**src/rtl/i2csf_pkg.sv**
```systemverilog
package i2csf_pkg;
  localparam int STAT_W  = 8;
  localparam int B_EVF   = 7;
  localparam int B_TRA   = 5;
  localparam int B_BTF   = 3;
  localparam int B_MSL   = 1;
  localparam int B_SB    = 0;
  localparam int NSEQ    = 3;
  localparam int SEQ_SB  = 0;
  localparam int SEQ_BTF = 1;
  localparam int SEQ_ADR = 2;
endpackage

```
**src/rtl/i2csf_seq_flag.sv**
```systemverilog
// Sticky flag cleared by a status read followed by a matching data access.
module i2csf_seq_flag (
  input  logic clk,
  input  logic rst_n,
  input  logic en,
  input  logic set_i,
  input  logic arm_rd_i,
  input  logic match_i,
  input  logic other_i,
  output logic flag_o,
  output logic clr_o
);
  logic armed_q;

  assign clr_o = en & flag_o & armed_q & match_i & ~set_i;

  always_ff @(posedge clk or negedge rst_n) begin
    if (!rst_n) begin
      flag_o  <= 1'b0;
      armed_q <= 1'b0;
    end else if (!en) begin
      flag_o  <= 1'b0;
      armed_q <= 1'b0;
    end else if (set_i) begin
      flag_o  <= 1'b1;
      armed_q <= 1'b0;
    end else if (clr_o) begin
      flag_o  <= 1'b0;
      armed_q <= 1'b0;
    end else if (flag_o && arm_rd_i) begin
      armed_q <= 1'b1;
    end else if (other_i || match_i) begin
      armed_q <= 1'b0;
    end
  end
endmodule

```
**src/rtl/i2csf_sc_flag.sv**
```systemverilog
// Set/clear flag, set has priority, forced low while disabled.
module i2csf_sc_flag (
  input  logic clk,
  input  logic rst_n,
  input  logic en,
  input  logic set_i,
  input  logic clr_i,
  output logic flag_o
);
  always_ff @(posedge clk or negedge rst_n) begin
    if (!rst_n)      flag_o <= 1'b0;
    else if (!en)    flag_o <= 1'b0;
    else if (set_i)  flag_o <= 1'b1;
    else if (clr_i)  flag_o <= 1'b0;
  end
endmodule

```
**src/rtl/i2c_stat_flags.sv**
```systemverilog
module i2c_stat_flags
  import i2csf_pkg::*;
#(
  parameter bit RX_NEEDS_ACK = 1'b1
) (
  input  logic              clk,
  input  logic              rst_n,
  input  logic              pe,
  input  logic              ite,
  input  logic              ack_en,
  input  logic              req_start,
  input  logic              ev_start,
  input  logic              ev_tx_byte,
  input  logic              ev_rx_byte,
  input  logic              ev_ack_fail,
  input  logic              ev_addr_sent,
  input  logic              ev_stop,
  input  logic              sr1_rd,
  input  logic              sr2_rd,
  input  logic              dr_rd,
  input  logic              dr_wr,
  output logic [STAT_W-1:0] status,
  output logic              irq,
  output logic              scl_hold
);
  logic [NSEQ-1:0] set_v, match_v, other_v, flag_v, clr_v;
  logic tra_q, af_q, msl_q, rx_ok;
  logic any_acc;

  assign rx_ok   = ev_rx_byte & (ack_en | ~RX_NEEDS_ACK);
  assign any_acc = sr2_rd | dr_rd | dr_wr;

  assign set_v[SEQ_SB]    = ev_start;
  assign set_v[SEQ_BTF]   = ev_tx_byte | rx_ok;
  assign set_v[SEQ_ADR]   = ev_addr_sent;
  assign match_v[SEQ_SB]  = dr_wr;
  assign match_v[SEQ_BTF] = tra_q ? dr_wr : dr_rd;
  assign match_v[SEQ_ADR] = dr_wr;

  generate
    for (genvar i = 0; i < NSEQ; i++) begin : g_seq
      assign other_v[i] = any_acc & ~match_v[i];
      i2csf_seq_flag u_flag (
        .clk      (clk),
        .rst_n    (rst_n),
        .en       (pe),
        .set_i    (set_v[i]),
        .arm_rd_i (sr1_rd),
        .match_i  (match_v[i]),
        .other_i  (other_v[i]),
        .flag_o   (flag_v[i]),
        .clr_o    (clr_v[i])
      );
    end
  endgenerate

  // Direction of the last finished byte; dropped together with the flag.
  always_ff @(posedge clk or negedge rst_n) begin
    if (!rst_n)               tra_q <= 1'b0;
    else if (!pe)             tra_q <= 1'b0;
    else if (ev_tx_byte)      tra_q <= 1'b1;
    else if (rx_ok)           tra_q <= 1'b0;
    else if (clr_v[SEQ_BTF])  tra_q <= 1'b0;
  end

  i2csf_sc_flag u_af (
    .clk (clk), .rst_n (rst_n), .en (pe),
    .set_i (ev_ack_fail), .clr_i (sr2_rd), .flag_o (af_q)
  );

  i2csf_sc_flag u_msl (
    .clk (clk), .rst_n (rst_n), .en (pe),
    .set_i (req_start), .clr_i (ev_stop), .flag_o (msl_q)
  );

  always_comb begin
    status        = '0;
    status[B_SB]  = flag_v[SEQ_SB];
    status[B_MSL] = msl_q;
    status[B_BTF] = flag_v[SEQ_BTF];
    status[B_TRA] = tra_q;
    status[B_EVF] = |{flag_v, af_q};
  end

  assign irq      = ite & (flag_v[SEQ_SB] | flag_v[SEQ_BTF]);
  assign scl_hold = flag_v[SEQ_BTF];
endmodule

```
**config.mk**
```make
export PLATFORM = sky130hd
export DESIGN_NAME = i2c_stat_flags
export DESIGN_NICKNAME = d
export VERILOG_FILES = /design/src/rtl/i2csf_pkg.sv /design/src/rtl/i2csf_seq_flag.sv /design/src/rtl/i2csf_sc_flag.sv /design/src/rtl/i2c_stat_flags.sv
export SDC_FILE = /design/constraint.sdc
export NUM_CORES = 1
export LEC_CHECK = 0
export ABC_AREA = 0
export BUFFER_PORTS_ARGS = -buffer_cell sky130_fd_sc_hd__clkbuf_2
export CAP_MARGIN = 15
export CORE_UTILIZATION = 43
export DETAILED_ROUTE_END_ITERATION = 6
export PLACE_DENSITY = 0.86
export SLEW_MARGIN = 20
export SYNTH_ARGS = -nofsm -noshare
export SYNTH_HDL_FRONTEND = slang
export SYNTH_HIERARCHICAL = 1
export SYNTH_SLANG_ARGS = --single-unit
```
**constraint.sdc**
```tcl
create_clock -name clk -period 1.6 [get_ports clk]
set_input_delay 0.32 -clock clk [delete_from_list [all_inputs] [get_ports clk]]
set_output_delay 0.32 -clock clk [all_outputs]
set_load 0.02 [all_outputs]
```
Yosys cells after proc, flatten, opt, wreduce, memory -nomap -nowiden
Index checks and enable logic that the tools add are counted.
{"block": "word_totals", "out_inout_bits": 10, "word_cells": 82, "register_bits": 9, "in_bits": 16}
{"block": "op_classes", "n_reduce_logical": 6, "n_bitwise": 25, "n_mux": 33, "n_eq_ne": 9}
{"operator": "1-bit 2-to-1 mux", "count": 33}
{"operator": "1-bit bitwise AND", "count": 16}
{"operator": "3-bit by 1-bit inequality test with 1-bit output (second input constant)", "count": 5}
{"operator": "5-bit by 1-bit inequality test with 1-bit output (second input constant)", "count": 3}
{"operator": "1-bit NOT", "count": 5}
{"operator": "4-bit by 1-bit inequality test with 1-bit output (second input constant)", "count": 1}
{"operator": "1-bit OR", "count": 4}
{"operator": "4-bit OR reduction", "count": 1}
{"operator": "1-bit logical AND", "count": 3}
{"operator": "1-bit logical OR", "count": 2}

Depth between registers and ports, before layout
{"block": "depth", "ltp_word": 9, "depth_mapped": 5, "mapped_depth_nobuf": 5}

Cells and area by module
Netlist, hierarchy kept.
{"module": "i2csf_seq_flag", "seq_area_each_um2": 50.0, "cells_per_inst": 10, "area_per_inst_um2": 105.1, "n_inst": 3}
{"module": "i2c_stat_flags", "seq_area_each_um2": 25.0, "cells_per_inst": 20, "area_per_inst_um2": 150.1, "n_inst": 1}
{"module": "i2csf_sc_flag", "seq_area_each_um2": 25.0, "cells_per_inst": 3, "area_per_inst_um2": 46.3, "n_inst": 2}

Worst setup path after synthesis
No wires, ideal clock.
{"block": "synth_path", "path_type": "flip-flop to output port", "startpoint": "reg g_seq[1].u_flag.flag_o", "endpoint": "out status[7]", "t_arrival_ns": 1.138, "n_path_buf": 0, "slack_ns": 0.142, "required_time_ns": 1.280, "stages_incl_launch_ff": 2, "path_cell_list": "dfrtp_1 > or4_1"}
{"block": "synth_between", "elab_chain_len": 1}
{"item": "start: declaration", "line_no": "i2csf_seq_flag.sv:10", "rtl": "output logic flag_o,"}
{"item": "start signal: assignment", "line_no": "i2csf_seq_flag.sv:19", "rtl": "flag_o <= 1'b0;"}
{"item": "start signal: assignment", "line_no": "i2csf_seq_flag.sv:22", "rtl": "flag_o <= 1'b0;"}
{"item": "start signal: assignment", "line_no": "i2csf_seq_flag.sv:25", "rtl": "flag_o <= 1'b1;"}
{"item": "4-bit OR reduction", "line_no": "i2c_stat_flags.sv:82", "rtl": "status[B_EVF] = |{flag_v, af_q};"}
{"item": "end: declaration", "line_no": "i2c_stat_flags.sv:22", "rtl": "output logic [STAT_W-1:0] status,"}
Every way passes these cells.

Worst setup path after layout
{"block": "layout_path", "startpoint": "reg g_seq[0].u_flag.flag_o", "endpoint": "out status[7]"}
{"block": "layout_between", "elab_chain_len": 1}
{"item": "start: declaration", "line_no": "i2csf_seq_flag.sv:10"}
{"item": "start signal: assignment", "line_no": "i2csf_seq_flag.sv:19"}
{"item": "start signal: assignment", "line_no": "i2csf_seq_flag.sv:22"}
{"item": "start signal: assignment", "line_no": "i2csf_seq_flag.sv:25"}
{"item": "4-bit OR reduction", "line_no": "i2c_stat_flags.sv:82"}
Every way passes these cells.

==> summary.txt <==
Detailed routing
  • Antenna Nets Post-Route: 0
  • Drt drc: 0
  • Routed wire length: 1050 um
  • DR pass1 iterations: 4
  • Initial DRC Count: 7
  • Post-DR wirelength/cell: 11.6 um
  • Vias per cell: 4.98
  • Via count: 448

Setup path
  • Worst path required time: 1280 ps
  • CP startpoint kind: flop
  • Crit path DAT: 1320 ps
  • Cells on worst reg2reg path: 5
  • Crit path largest cell delay: 550 ps
  • Crit path max fanout: 2
  • R2r endpoint: tra_q$_DFFE_PN0P_
  • Critical path origin: g_seq[0].u_flag/flag_o$_DFFE_PN0P_
  • Crit path to: status[7]
  • Crit-path cells: or4_4 > buf_8
  • R2r startpoint: tra_q$_DFFE_PN0P_
  • Reg-to-reg slack, setup: 270 ps
  • CP Class: flop to output pin
  • Slowest CP cell: or4_4
  • CP endpoint kind: output pin

Placement
  • Place WS: 187 ps
  • Routability congestion estimate: 0.797
  • Buffers added on ports: 22

Logic synthesis
  • Area of the mapped netlist: 541 sq um
  • Post-Syn Area per Cell: 10.4 sq um
  • Syn Inst Count: 52
  • Yosys warning count: 6

GRT
  • Largest net degree at the start of global routing: 10
  • Initial antenna violation count: 0
  • Grt total ovfl: 0
  • GRT Overall Usage: 18.2%
  • First-pass GRT wire length: 1610 um
  • Vias in the first global route: 381

CTS
  • Inserted Clock Buffers: 3
  • Clk sink count: 9
  • Clock Pin Slew Worst Setup and Hold Paths: 70 ps
  • Longest Clk Path Bufs: 2
  • Clock Latency Late Sink: 270 ps
  • Root Buffer: clkbuf_4
  • CTS tree: built
  • H-Tree Depth: 1

Power
  • Clock Power Share: 31.9%
  • Sequential cell fraction of total power: 44.9%
  • Combinational share of power: 23.2%
  • P per Cell Area: 802 nW/um^2
  • Cell internal pwr: 0.000396 W
  • Net Sw Frac: 28.3%
  • Pleak: 0.330 nW
  • Switch Pwr: 0.000156 W
  • Worst vdd ir: 0.000540 V

Run
  • Max Cap Viol: 0

STA
  • Final Hold Vio Count: 0
  • Final slew viol count: 0
  • Post-route minimum period: 1640 ps
  • Final WS setup: -44.7 ps
  • Final Cycle Share: 103%
  • Clock Skew: 12.2 ps
  • Max Freq: 608 MHz
  • Setup violators final: 1
  • Hold WS: 265 ps
  • Unrepaired setup endpoints after global routing: yes

Outcome
  • Status: finished with violations
  • Failing checks: setup timing

Floorplan
  • Core area: 1140 sq um
  • Die Y-Extent: 37.5 um
  • IO Pins: 26
  • Initial Utilization: 47.4%
  • Die X: 37.5 um
  • Die area: 1400 sq um
  • Row cnt: 12

Worst hold path
  • Hold Path Stages: 2
  • Worst hold path type: primary input to flop

Layout
  • Syn-to-layout area delta: 27.3%
  • ANT cells: 0
  • Commonest non-fill, non-tap cell in the layout: clkbuf_2
  • Layout cell share with drive strength beyond 1: 44.7%
  • Nets: 93
  • Most frequent cells in the layout: 21 x clkbuf_2, 9 x dfrtp_1, 7 x o21a_1, 6 x nand2b_1, 4 x nor2_1
  • Filler cells: 101
## state kept, by name, summed over array words and instances, names as in the netlist
register / count
u_af/flag_o: 1
u_msl/flag_o: 1
tra_q: 1
g_seq.u_flag/armed_q: 3
g_seq.u_flag/flag_o: 3
## layout make-up
type | instances | area [sq um] | area share (%)
inverters | 1 | 3.75 | 0.545
repair buffers | 25 | 145 | 21.1
well taps | 14 | 17.5 | 2.55
clock buffers | 4 | 26.3 | 3.82
multi-input cells | 37 | 270 | 39.3
flip-flops and latches | 9 | 225 | 32.7
## through the flow
stage / area [sq um] / power [W] / setup TNS [ps] / cells / utilization, %
global placement: 631 / 0.000367 / 0 / 84 / 55.3
finish: 688 / 0.000552 / -44.7 / 90 / 60.3
global route: 688 / 0.000589 / -75.4 / 90 / 60.3
detailed placement: 631 / 0.000369 / 0 / 84 / 55.3
CTS: 687 / 0.000558 / -59.8 / 90 / 60.2
floorplan: 548 / 0.000331 / 0 / 54 / -
## worst min-delay path by stage
| stage | slack, ps | endpoint | startpoint |
|---|---|---|---|
| 2_1_floorplan | 20 | g_seq[0].u_flag/armed_q$_DFFE_PN0P_ | rst_n |
| 6_report | 260 | u_msl/flag_o$_DFFE_PN0P_ | req_start |
| 4_1_cts | 260 | u_msl/flag_o$_DFFE_PN0P_ | req_start |
| 5_1_grt | 250 | u_msl/flag_o$_DFFE_PN0P_ | req_start |
| 3_5_place_dp | 180 | tra_q$_DFFE_PN0P_ | rst_n |
| 3_3_place_gp | 190 | tra_q$_DFFE_PN0P_ | rst_n |
## worst max-delay path: cells and delay by family, from the launching register on
family / cells / cell delay (ps)
and+or+nand+nor: 1 / 550
DFF: 1 / 380
buffers and inverters: 1 / 150
## metal layers
layer / track usage (%) / routed length, um
met4: 16.1 / 39
met3: 5.36 / 54
met1: 20.1 / 437
met2: 28.1 / 513
met5: 0 / 0
## timing repair
item | CTS | global route
pin swaps | 1 | 0
resized for setup | 3 | 1
hold buffers | 1 | 0
endpoints found under the setup margin | 1 | 1
setup buffers | 1 | 0
hold endpoints to repair | 9 | 0
## power groups by stage
stage          Sequential (W)  Clock (W)  Combinational, W
2_1_floorplan        0.000255          0         0.0000762
6_report             0.000248   0.000176          0.000128
5_1_grt              0.000249   0.000202          0.000139
3_3_place_gp         0.000252          0          0.000115
4_1_cts              0.000248   0.000183          0.000127
3_5_place_dp         0.000253          0          0.000116
Note: power is estimated with default switching activity, not from simulation.
